## config.mk

```make
export PLATFORM = sky130hd
export DESIGN_NAME = evt_aggr
export DESIGN_NICKNAME = d
export VERILOG_FILES = /design/src/rtl/evt_aggr.sv
export SDC_FILE = /design/constraint.sdc
export NUM_CORES = 1
export LEC_CHECK = 0
export ABC_AREA = 1
export BUFFER_PORTS_ARGS = -buffer_cell sky130_fd_sc_hd__buf_2
export CAP_MARGIN = 30
export CORE_AREA = 4 4 61 63
export CTS_BUF_LIST = sky130_fd_sc_hd__clkbuf_16
export DETAILED_ROUTE_END_ITERATION = 16
export DIE_AREA = 0 0 65 67
export SETUP_SLACK_MARGIN = 0.4
export SYNTH_ARGS = -nofsm -noshare
export SYNTH_HDL_FRONTEND = slang
export SYNTH_SLANG_ARGS = --single-unit
```

## constraint.sdc

```tcl
create_clock -name clk_i -period 0.8 [get_ports clk_i]
set_input_delay 0.16 -clock clk_i [delete_from_list [all_inputs] [get_ports clk_i]]
set_output_delay 0.16 -clock clk_i [all_outputs]
set_load 0.05 [all_outputs]
```

## src/rtl/evt_aggr.sv

```systemverilog
module evt_aggr #(
  parameter int BASE = 0,
  parameter int NSRC = 7
) (
  input  logic             clk_i,
  input  logic             rst_ni,
  input  logic             wr_i,
  input  logic [31:0]      wdata_i,
  input  logic [3:0]       wbe_i,
  output logic [31:0]      rdata_o,
  input  logic [NSRC-1:0]  src_i,
  output logic             irq_o
);
  localparam int HI = BASE + NSRC - 1;
  localparam int PSH = 16;

  logic [NSRC-1:0] en_q, pend_q;
  logic [31:0] bmask;

  assign bmask = {{8{wbe_i[3]}}, {8{wbe_i[2]}}, {8{wbe_i[1]}}, {8{wbe_i[0]}}};

  logic [NSRC-1:0] en_we, en_wd, clr_w;
  always_comb begin
    for (int i = 0; i < NSRC; i++) begin
      en_we[i] = wr_i && bmask[BASE+i];
      en_wd[i] = wdata_i[BASE+i];
      clr_w[i] = wr_i && bmask[BASE+i+PSH] && wdata_i[BASE+i+PSH];
    end
  end

  always_ff @(posedge clk_i or negedge rst_ni) begin
    if (!rst_ni) begin
      en_q   <= '0;
      pend_q <= '0;
    end else begin
      en_q   <= (en_q & ~en_we) | (en_wd & en_we);
      pend_q <= (pend_q & ~clr_w) | src_i;
    end
  end

  always_comb begin
    rdata_o = '0;
    rdata_o[HI:BASE] = en_q;
    rdata_o[HI+PSH:BASE+PSH] = pend_q;
  end

  assign irq_o = |(en_q & pend_q);


  outside_zero_chk: assert property (@(posedge clk_i) disable iff (!rst_ni)
    (rdata_o & ~(({{(32-NSRC){1'b0}}, {NSRC{1'b1}}} << BASE) |
                 ({{(32-NSRC){1'b0}}, {NSRC{1'b1}}} << (BASE+PSH)))) == 32'h0);

  irq_match_chk: assert property (@(posedge clk_i) disable iff (!rst_ni)
    irq_o == |(rdata_o[HI:BASE] & rdata_o[HI+PSH:BASE+PSH]));

  src_sets_chk: assert property (@(posedge clk_i) disable iff (!rst_ni)
    |src_i |=> ((rdata_o[HI+PSH:BASE+PSH] & $past(src_i)) == $past(src_i)));

  sticky_chk: assert property (@(posedge clk_i) disable iff (!rst_ni)
    !wr_i |=> ((rdata_o[HI+PSH:BASE+PSH] & $past(rdata_o[HI+PSH:BASE+PSH]))
               == $past(rdata_o[HI+PSH:BASE+PSH])));

  no_be_chk: assert property (@(posedge clk_i) disable iff (!rst_ni)
    (wr_i && wbe_i == 4'h0 && src_i == '0) |=> $stable(rdata_o));
endmodule

```

# Word level (Yosys, flattened, before mapping)
# Index checks and enable logic that the tools add are counted.
# W data, S select, Z words.
dict set report word_totals {
  word_cells 20
  input_bits 46
  output_inout_bits 33
  reg_bits 14
}
dict set report classes {
  reduce_logical 10
  bitwise 8
}
# op n
set op_table {}
lappend op_table {{$and A7 B7 Y7} 4}
lappend op_table {{$not A7 Y7} 2}
lappend op_table {{$or A7 B7 Y7} 2}
lappend op_table {{$logic_and A1 B1 Y1} 9}
lappend op_table {{$reduce_or A7 Y1} 1}

# Depth between registers and ports, before layout
# Gate-level depths: netlist of run 1.
dict set report logic_depth {
  ltp_word 5
  ltp_mapped 4
  depth_no_buf 4
}

# Worst setup path after synthesis of run 1
# OpenSTA, ideal clock, no wires.
dict set report synth_path {
  kind {register -> output}
  startpoint {register (tool-made name)}
  endpoint {output irq_o}
  arrival_ps 1166
  stages_incl_launch_ff 5
  t_required_ps 640
  path_slack_ps -526
  cell_sequence {dfrtp_1 > nand2_1 > nand2_1 > nor2_1 > nand2_1}
}
# item line_no
set synth_rtl {}
lappend synth_rtl {{end, declared} 12} ;# output logic irq_o

# Worst setup path in the final report of run 1
dict set report layout_path {
  startpoint {register pend_q[0]}
  endpoint {output irq_o}
}
dict set report layout_via {
  elab_chain_cells 2
}
# item line_no
set layout_rtl {}
lappend layout_rtl {{start, declared} 17} ;# logic [NSRC-1:0] en_q, pend_q;
lappend layout_rtl {{start signal, assigned} 37} ;# pend_q <= (pend_q & ~clr_w) | src_i;
lappend layout_rtl {{$and A7 B7 Y7} 47} ;# assign irq_o = |(en_q & pend_q);
lappend layout_rtl {{$reduce_or A7 Y1} 47}
# Every way passes these cells.

==> out/metrics.yaml, run 1 <==
sta:
  setup_slack_ns: -0.453
  finalSetupViolCount: 23
  hold_ws_ns: -0.195
  rsz0062_at_grt: "yes"
  clock_skew_ns: 0
  fin_crit_sh_pct: 157
  hold_violations: 14
  fmax_mhz: 798
  final_max_slew_viol_count: 0
  period_needed_ns: 1.25
  fin_tns_setup_ns: -5.29
routing:
  drt_wl_total_microns: 2260
  route.top_layer_used: "met4"
  avgRoutedWirePerCell_microns: 10.5
  wl_met2_microns: 1070
  wl_met1_microns: 881
  dr.first_iter.drc_count: 5
  avgViaCountPerCell: 3.69
  vias: 790
  ant_nets: 0
  wl_met3_microns: 257
  drt_pass1_iterations: 2
  drcViolationCount: 0
die:
  fp.dieW_microns: 65
  die_area_sq_mm: 0.00436
  row_count: 21
  floorplan.initialDensity_pct: 23.5
  core-area_sq_mm: 0.00323
  ioPinCount: 79
  die_h_microns: 67
clock_network:
  clkTransAtPathRegs_ns: 0.05
  cts_tree: "yes"
  insertion_delay_ns: 0.24
  cts_num_sinks: 14
  cts_inserted_buffers: 3
  cts_buffer_depth: 2
  htree_levels: 1
  clock-root-buffer: "clkbuf_16"
place:
  gp_congestion: 0.706
  hpwl_microns: 1660
  io_buffers: 40
logic_synthesis:
  ys_ff_latch: 14
  synthDistinctLibCells: 8
  syn_inst: 99
  syn_avg_cell_area_sq_um: 7.67
  ys_warn_count: 0
  syn_area_sq_um: 759
  yosysSeqAreaShare_pct: 46.1
global_routing:
  gr-total-overflow: 0
  grt_pass1_vias: 755
  grt_max_degree: 15
  grt_pass1_wl_microns: 3320
  antenna_found_initial: 0
  track_usage_pct: 10.6
final_layout:
  drive_gt1_share_pct: 58.9
  utilization_pct: 46.7
  n_antenna_cell: 0
  nets: 215
  syn_to_final_growth_pct: 98.8
setup_path:
  slowest_stage: "dfrtp_2"
  endpoint_kind: "primary output"
  slowest_delay_ns: 0.42
  crit_chain: "nand2_2, nand2_1, nor2_1, nand2_2, buf_8"
  r2r_setup_slack_ns: -0.12
  reg2regPathDepth: 5
  timing.rr.start: "pend_q[5]"
  critPathKind: "register to primary output"
  crit_arrival_ns: 1.09
  critPathLaunchType: "register"
  critPathMaxFanout: 3
  crit_required_ns: 0.64
  critPathMostFrequentCell: "nand2_2"
  rr_endpoint: "pend_q[5]"
status:
  violations: "negative hold slack, negative setup slack"
  status: "finished, violations left"
pwr:
  leakage_nw: 0.811
  ir_worst_vdd_uv: 628
  power_density_mw_per_mm2: 1950
hold_path:
  hold_path.class: "input pin to asynchronous set/reset pin"
job:
  max_cap_viol_count: 0
==> synth_stat cells <==
library cell  instances  area, sq um
nand2_1              40          150
conb_1                1         3.75
nand3_1              14         70.1
buf_2                 1         5.00
nor2_1                2         7.51
buf_4                19          143
inv_1                 8         30.0
dfrtp_1              14          350
==> routing by layer <==
| metal | vias to the layer above | global-route usage [%] |
|---|---|---|
| met5 | - | 0 |
| met4 | 0 | 5.54 |
| met2 | 36 | 16.5 |
| met1 | 345 | 12.0 |
| li1 | 404 | - |
| met3 | 5 | 5.06 |
==> repair_timing <==
item	4_1_cts	5_1_grt
hold endpoints to repair	14	14
setup buffers	4	8
pin swaps	1	11
resized for setup	48	32
setup endpoints to repair	29	29
==> area by class of cell <==
class / instances / area [sq um]
Clock buffer: 3 / 75.1
Clock inverter: 1 / 3.75
Multi-Input combinational cell: 74 / 340
Inverter: 8 / 30.0
Fill cell: 335 / 1720
Sequential cell: 14 / 368
Tap cell: 46 / 57.6
Timing Repair Buffer: 68 / 636
==> how the worst max path moves through the flow <==
stage / startpoint / endpoint / slack, ns / cells after the start
floorplan: register / irq_o / -0.31 / 4
global placement: pend_q[2] / irq_o / -0.24 / 5
detailed placement: pend_q[2] / irq_o / -0.23 / 5
CTS: pend_q[1] / irq_o / -0.45 / 5
global route: register / irq_o / -0.52 / 5
finish: pend_q[0] / irq_o / -0.45 / 5
==> stage by stage <==
stage	power [mW]	cell area (sq um)	instances	setup WS [ns]
6_report	2.94	1510	214	-0.453
2_1_floorplan	1.46	843	116	-0.306
4_1_cts	2.80	1340	206	-0.448
5_1_grt	3.08	1510	214	-0.521
3_5_place_dp	1.67	1070	198	-0.235
3_3_place_gp	1.67	1070	198	-0.235
==> logic make-up (layout without fill, tap and decap cells) <==
family | after synthesis | after routing | synth area share [%]
and+or+nand+nor | 56 | 56 | 30.0
buffers and inverters | 28 | 80 | 23.4
DFF | 14 | 14 | 46.1
other | 1 | 18 | 0.494
==> critical path: cells and delay by family, from the launching register on <==
family / cells / cell delay (ns)
buf+inv: 1 / 0.15
flops: 1 / 0.42
simple gates: 4 / 0.29
==> where the power goes <==
| group | internal (mW) | total [mW] | switching [mW] |
|---|---|---|---|
| sequential | 0.784 | 0.829 | 0.0449 |
| combinational | 0.488 | 1.17 | 0.684 |
| clock | 0.660 | 0.941 | 0.281 |
| total | 1.93 | 2.94 | 1.01 |
==> layout by cell type (no fill, tap or decap) <==
cell type / n
nand3_1: 14
buf_6: 24
buf_4: 6
conb_1: 18
inv_1: 8
buf_8: 13
buf_2: 25
nand2_4: 2
clkinv_1: 1
nand2_1: 26
nor2_1: 2
nand2_2: 12
dfrtp_2: 14
clkbuf_16: 3
(Power assumes the default switching activity.)
==> run 2, diff against run 1 <==
- ABC_AREA: 1 -> not set
- CORE_AREA: 4 4 61 63 -> 4 4 60 62
- DIE_AREA: 0 0 65 67 -> 0 0 64 66
- clock period: 0.8 -> 1.4 ns (I/O delays scaled with it)
==> run 2 against run 1 <==
Largest power group unchanged. Combinational power decreased by 55%. Via count decreased by 28%. Area after synthesis decreased by 2.1%. Register-to-register slack improved by 0.63 ns. Clock power decreased by 44%. The run ends with negative setup slack left. Sequential power decreased by 41%. Cell count decreased by 29%. Cell area decreased by 22%. Routed wire length decreased by 18%. Non-clock buffer count decreased by 22. Core utilization decreased by 7.8 points.
==> out/metrics.yaml, run 2 <==
setup_path:
  crit_arrival_ns: 1.32  # +0.23 ns
  slowest_stage: "a222oi_1"
  slowest_delay_ns: 0.41  # about the same
  crit_required_ns: 1.12  # +0.48 ns
  endpoint_kind: "primary output"
  critPathMaxFanout: 2  # -1
  crit_buf_inv: 1  # unchanged
  critPathKind: "register to primary output"
  crit_chain: "a222oi_1, nand3_2, buf_6"
  reg2regPathDepth: 2  # -3
  crit_cells: 3  # -2
  crit_family: "compound AO/OA/AOI/OAI gates"
  critPathLaunchType: "register"
global_routing:
  grt_max_degree: 15  # unchanged
  grt_pass1_wl_microns: 2830  # -15%
  gr-total-overflow: 0  # unchanged
  antenna_found_initial: 0  # unchanged
  track_usage_pct: 8.76  # -1.8 points
  grt_pass1_vias: 580  # -23%
sta:
  rsz0062_at_grt: "yes"
  fmax_mhz: 624
  clock_skew_ns: 0  # unchanged
  finalSetupViolCount: 1  # -96%
  fin_crit_sh_pct: 115
  period_needed_ns: 1.60
  final_max_slew_viol_count: 0  # unchanged
  setup_slack_ns: -0.203  # +0.249 ns
  fin_tns_setup_ns: -0.203  # +5.09 ns
  hold_violations: 0  # -14
clock_network:
  cts_buffer_depth: 2  # unchanged
  cts_tree: "yes"
  cts_inserted_buffers: 3  # unchanged
  insertion_delay_ns: 0.24  # about the same
  clkTransAtPathRegs_ns: 0.04  # about the same
  htree_levels: 1  # unchanged
  clock-root-buffer: "clkbuf_16"
  cts_num_sinks: 14  # unchanged
pwr:
  p_seq_share_pct: 32.0  # +3.8 points
  ir_worst_vdd_uv: 558  # -11%
  p_int_mw: 1.02  # -47%
  switchingPower_mw: 0.523  # -48%
  power_density_mw_per_mm2: 1310  # -33%
  sw_frac_of_total_pct: 33.9  # -0.40 points
  p_comb_share_pct: 34.1  # -5.7 points
  p_clk_share_pct: 34.0  # +2.0 points
  leakage_nw: 0.577  # -29%
final_layout:
  syn_to_final_growth_pct: 58.4
  drive_gt1_share_pct: 57.4  # -1.5 points
  mostFrequentLayoutCells: "buf_2 (25), conb_1 (18), buf_6 (13)"
  n_antenna_cell: 0  # unchanged
  layout_commonest_cell: "buf_2"
  finalNonFillerCells: 152  # -29%
  nets: 155  # -28%
logic_synthesis:
  syn_avg_cell_area_sq_um: 12.4  # +61%
  syn_inst: 60  # -39%
  syn_area_sq_um: 743  # -2.1%
  ys_ff_latch: 14  # unchanged
  yosysSeqAreaShare_pct: 47.1  # +1.0 points
  synth.most_common_cell: "buf_4"
  synthTopCellsByArea: "dfrtp_1 (47%), buf_4 (18%), mux2_4 (14%)"
  synthArstFlopShare_pct: 100  # unchanged
  synthDistinctLibCells: 10  # +2
  synth_flop_cell: "dfrtp_1"
  yosysTopAreaCellShare_pct: 47.1  # +1.0 points
  synth_edf_count: 0  # unchanged
  yosys.area.top_type: "dfrtp_1"
  synthTopCellsByCount: "buf_4 (18), dfrtp_1 (14), nand3_1 (8)"
  ys_warn_count: 0  # unchanged
die:
  ioPinCount: 79  # unchanged
  die_h_microns: 66  # -1.5%
  die_area_sq_mm: 0.00422  # -3.0%
  row_count: 20  # -4.8%
  fp.dieW_microns: 64  # -1.5%
  core-area_sq_mm: 0.00303  # -6.3%
  floorplan.initialDensity_pct: 24.5  # +1.0 points
routing:
  wl_met3_microns: 163  # -37%
  avgRoutedWirePerCell_microns: 12.1  # +15%
  drcViolationCount: 0  # unchanged
  dr.first_iter.drc_count: 10  # +5
  wl_met1_microns: 698  # -21%
  drt_wl_total_microns: 1850  # -18%
  ant_nets: 0  # unchanged
  avgViaCountPerCell: 3.74  # +1.2%
  wl_met2_microns: 984  # -8.4%
  route.top_layer_used: "met3"
  drt_pass1_iterations: 4  # +2
  vias: 568  # -28%
place:
  io_buffers: 40  # unchanged
  gp_congestion: 0.636  # -10%
  hpwl_microns: 1500  # -10%
  dpl.cell_count: 145  # -27%
status:
  violations: "negative setup slack"
  status: "finished, violations left"
hold_path:
  hold_path.class: "input pin to register"
  hold_depth: 2
job:
  max_cap_viol_count: 0  # unchanged
[run 2: logic make-up (layout without fill, tap and decap cells)]
group           count (synthesis)  count (layout)  synth area share (%)
compound gates                 10              10                  10.4
flops                          14              14                  47.1
buf+inv                        19              50                  19.7
simple gates                    9               9                  8.08
mux                             7               7                  14.1
other cells                     1              18                 0.505
[run 2: worst paths after layout]
path	from	to	slack (ns)
worst min register to register	pend_q[0]	pend_q[0]	0.53
worst max-delay path	pend_q[4]	irq_o	-0.20
worst max register to register	register	register	0.51
min in group asynchronous	rst_ni	asynchronous set/reset pin	0.48
max in group asynchronous	rst_ni	pend_q[4]	0.66
worst min-delay path	src_i[5]	pend_q[5]	0.22
[run 2: area by class of cell]
type / instances / area, sq um
Fill cell: 314 / 1850
Timing Repair Buffer: 46 / 372
Sequential cell: 14 / 357
Multi-Input combinational cell: 44 / 315
Clock buffer: 3 / 75.1
Tap cell: 44 / 55.1
Clock inverter: 1 / 3.75
[run 2: timing repair]
item | 4_1_cts | 5_1_grt
buffers inserted | 1 | 1
setup endpoints to repair | 15 | 15
hold buffers | 1 | 0
pin swaps | 1 | 0
hold endpoints to repair | 14 | 0
gates resized for setup | 38 | 0
[run 2: per-layer routing]
| metal | global-route usage [%] | vias to the layer above |
|---|---|---|
| met3 | 2.55 | 0 |
| met4 | 3.23 | 0 |
| li1 | - | 271 |
| met1 | 11.1 | 266 |
| met5 | 0 | - |
| met2 | 14.1 | 31 |
[run 2: through the flow]
stage | area (sq um) | total power [mW] | util, % | hold WS [ns] | setup slack [ns]
3_5_place_dp | 950 | 0.941 | 31.4 | 0.197 | -0.0511
4_1_cts | 1170 | 1.57 | 38.6 | 0.217 | -0.271
2_1_floorplan | 818 | 0.862 | - | -0.0156 | -0.0879
6_report | 1180 | 1.54 | 38.9 | 0.219 | -0.203
5_1_grt | 1180 | 1.61 | 38.9 | 0.217 | -0.283
3_3_place_gp | 950 | 0.935 | 31.4 | 0.193 | -0.0576
[run 2: power by group through the flow]
stage / registers, mW / logic [mW] / clock network, mW
final: 0.493 / 0.525 / 0.523
after CTS: 0.492 / 0.527 / 0.547
after global placement: 0.485 / 0.449 / 0
after global routing: 0.499 / 0.548 / 0.566
after detailed placement: 0.489 / 0.453 / 0
after floorplan: 0.627 / 0.234 / 0
==> run 3, diff against run 2 <==
- clock period: 1.4 -> 2 ns (I/O delays scaled with it)
==> run 3 against run 2 <==
The run now ends clean. Sequential cell count did not move. Sequential power fell by 32%. Core utilization shrank 4.8 points. Power decreased by 33%. Worst setup slack gained 0.45 ns. Non-clock buffer count fell by 4.
==> out/metrics.yaml, run 3 (same netlist as run 2, synthesis figures left out) <==
status:
  status: "completed"
die:
  die_h_microns: 66  # unchanged
  row_count: 20  # unchanged
  core-area_sq_mm: 0.00303  # unchanged
  floorplan.initialDensity_pct: 24.5  # unchanged
  die_area_sq_mm: 0.00422  # unchanged
  ioPinCount: 79  # unchanged
  fp.dieW_microns: 64  # unchanged
pwr:
  p_comb_share_pct: 30.7  # -3.4 points
  sw_frac_of_total_pct: 35.2  # +1.3 points
  p_clk_share_pct: 36.4  # +2.4 points
  leakage_nw: 0.508  # -12%
  switchingPower_mw: 0.360  # -31%
  power_density_mw_per_mm2: 994  # -24%
  p_seq_share_pct: 32.9  # +0.9 points
  ir_worst_vdd_uv: 252  # -55%
  p_int_mw: 0.664  # -35%
global_routing:
  grt_max_degree: 15  # unchanged
  track_usage_pct: 8.37  # -0.39 points
  antenna_found_initial: 0  # unchanged
  grt_pass1_wl_microns: 2640  # -6.6%
  grt_pass1_vias: 565  # -2.6%
  gr-total-overflow: 0  # unchanged
final_layout:
  syn_to_final_growth_pct: 38.7
  utilization_pct: 34.0  # -4.8 points
  finalNonFillerCells: 148  # -2.6%
  drive_gt1_share_pct: 56.7  # -0.68 points
  mostFrequentLayoutCells: "buf_2 (39), conb_1 (18), dfrtp_1 (9)"
  nets: 151  # -2.6%
  fin_area_sq_mm: 0.00103  # -12%
  n_antenna_cell: 0  # unchanged
  layout_commonest_cell: "buf_2"
sta:
  hold_violations: 0  # unchanged
  finalSetupViolCount: 0  # -1
  fmax_mhz: 571
  period_needed_ns: 1.75
  final_max_slew_viol_count: 0  # unchanged
  hold_ws_ns: 0.0438  # -0.175 ns
  rsz0062_at_grt: "yes"
  fin_tns_setup_ns: 0  # +0.203 ns
  clock_skew_ns: 0  # unchanged
  fin_crit_sh_pct: 87.5
place:
  dpl_cell_area_sq_um: 927  # -2.4%
  hpwl_microns: 1480  # -1.0%
  dpl.cell_count: 142  # -2.1%
  gp_congestion: 0.638  # +0.44%
  io_buffers: 40  # unchanged
clock_network:
  clock-root-buffer: "clkbuf_16"
  insertion_delay_ns: 0.24  # about the same
  cts_inserted_buffers: 3  # unchanged
  clkTransAtPathRegs_ns: 0.05  # about the same
  htree_levels: 1  # unchanged
  cts_num_sinks: 14  # unchanged
  cts_tree: "yes"
  cts_buffer_depth: 2  # unchanged
setup_path:
  crit_start: "pend_q[4]"
  endpoint_kind: "primary output"
  critPathKind: "register to primary output"
  crit_required_ns: 1.60  # +0.48 ns
  crit_arrival_ns: 1.35  # +0.03 ns
  critPathMaxFanout: 2  # unchanged
  critPathLaunchType: "register"
routing:
  drt_wl_total_microns: 1760  # -4.7%
  ant_nets: 0  # unchanged
  drcViolationCount: 0  # unchanged
  dr.first_iter.drc_count: 19  # +9
  avgViaCountPerCell: 3.79  # +1.4%
  drt_pass1_iterations: 4  # unchanged
  avgRoutedWirePerCell_microns: 11.9  # -2.1%
  vias: 561  # -1.2%
hold_path:
  hold_path.class: "input pin to asynchronous set/reset pin"
job:
  max_cap_viol_count: 0  # unchanged
==> run 3: cell count changes in the layout (fill, tap and decap cells not counted), sizes merged <==
| cell | change |
|---|---|
| clkinv | +1 |
| inv | -1 |
| dlygate4sd3 | -1 |
| buf | -3 |
==> run 3: layer usage <==
metal / vias up / track usage [%] / share of wire [%]
met5: - / 0 / 0
met4: 0 / 4.85 / 0
met3: 0 / 1.87 / 8.4
met2: 31 / 14.3 / 52
met1: 268 / 9.54 / 39
li1: 262 / - / -
==> run 3: power by group through the flow <==
| stage | Sequential [mW] | Combinational (mW) | Clock, mW |
|---|---|---|---|
| floorplan | 0.439 | 0.164 | 0 |
| global placement | 0.341 | 0.306 | 0 |
| detailed placement | 0.343 | 0.308 | 0 |
| CTS | 0.338 | 0.317 | 0.383 |
| global route | 0.342 | 0.329 | 0.401 |
| finish | 0.337 | 0.315 | 0.373 |
==> run 3: metrics by stage <==
| stage | worst slack [ns] | total power [mW] |
|---|---|---|
| 2_1_floorplan | 0.392 | 0.603 |
| 3_3_place_gp | 0.414 | 0.646 |
| 3_5_place_dp | 0.430 | 0.651 |
| 4_1_cts | 0.219 | 1.04 |
| 5_1_grt | 0.197 | 1.07 |
| 6_report | 0.250 | 1.02 |
==> run 3: area by class of cell <==
type	instances	area, sq um
fill	310	2000
tap	44	55.1
sequential	14	357
clock buffer	3	75.1
clock inverter	1	3.75
timing repair buffer	42	225
multi-input combinational	44	315
==> run 3: worst paths after layout <==
kind	depth (start not counted)	slack (ns)	endpoint
setup / recovery	3	0.25	irq_o
hold / removal	1	0.04	asynchronous set/reset pin
setup reg to reg	2	1.11	register
hold reg to reg	1	0.50	pend_q[5]
max in group asynchronous	1	1.69	pend_q[4]
min in group clk_i	2	0.33	pend_q[0]
==> run 3: worst max-delay path, stage by stage, from the launching register on <==
cell      delay [ns]
dfrtp_2         0.39
a222oi_1        0.41
nand3_2         0.13
buf_8           0.18
==> run 3: repair_timing <==
item | CTS | global route
hold buffers | 0 | 0
gates resized for setup | 3 | 0
buffers inserted | 2 | 0
setup endpoints to repair | 1 | 1
pin swaps | 2 | 0
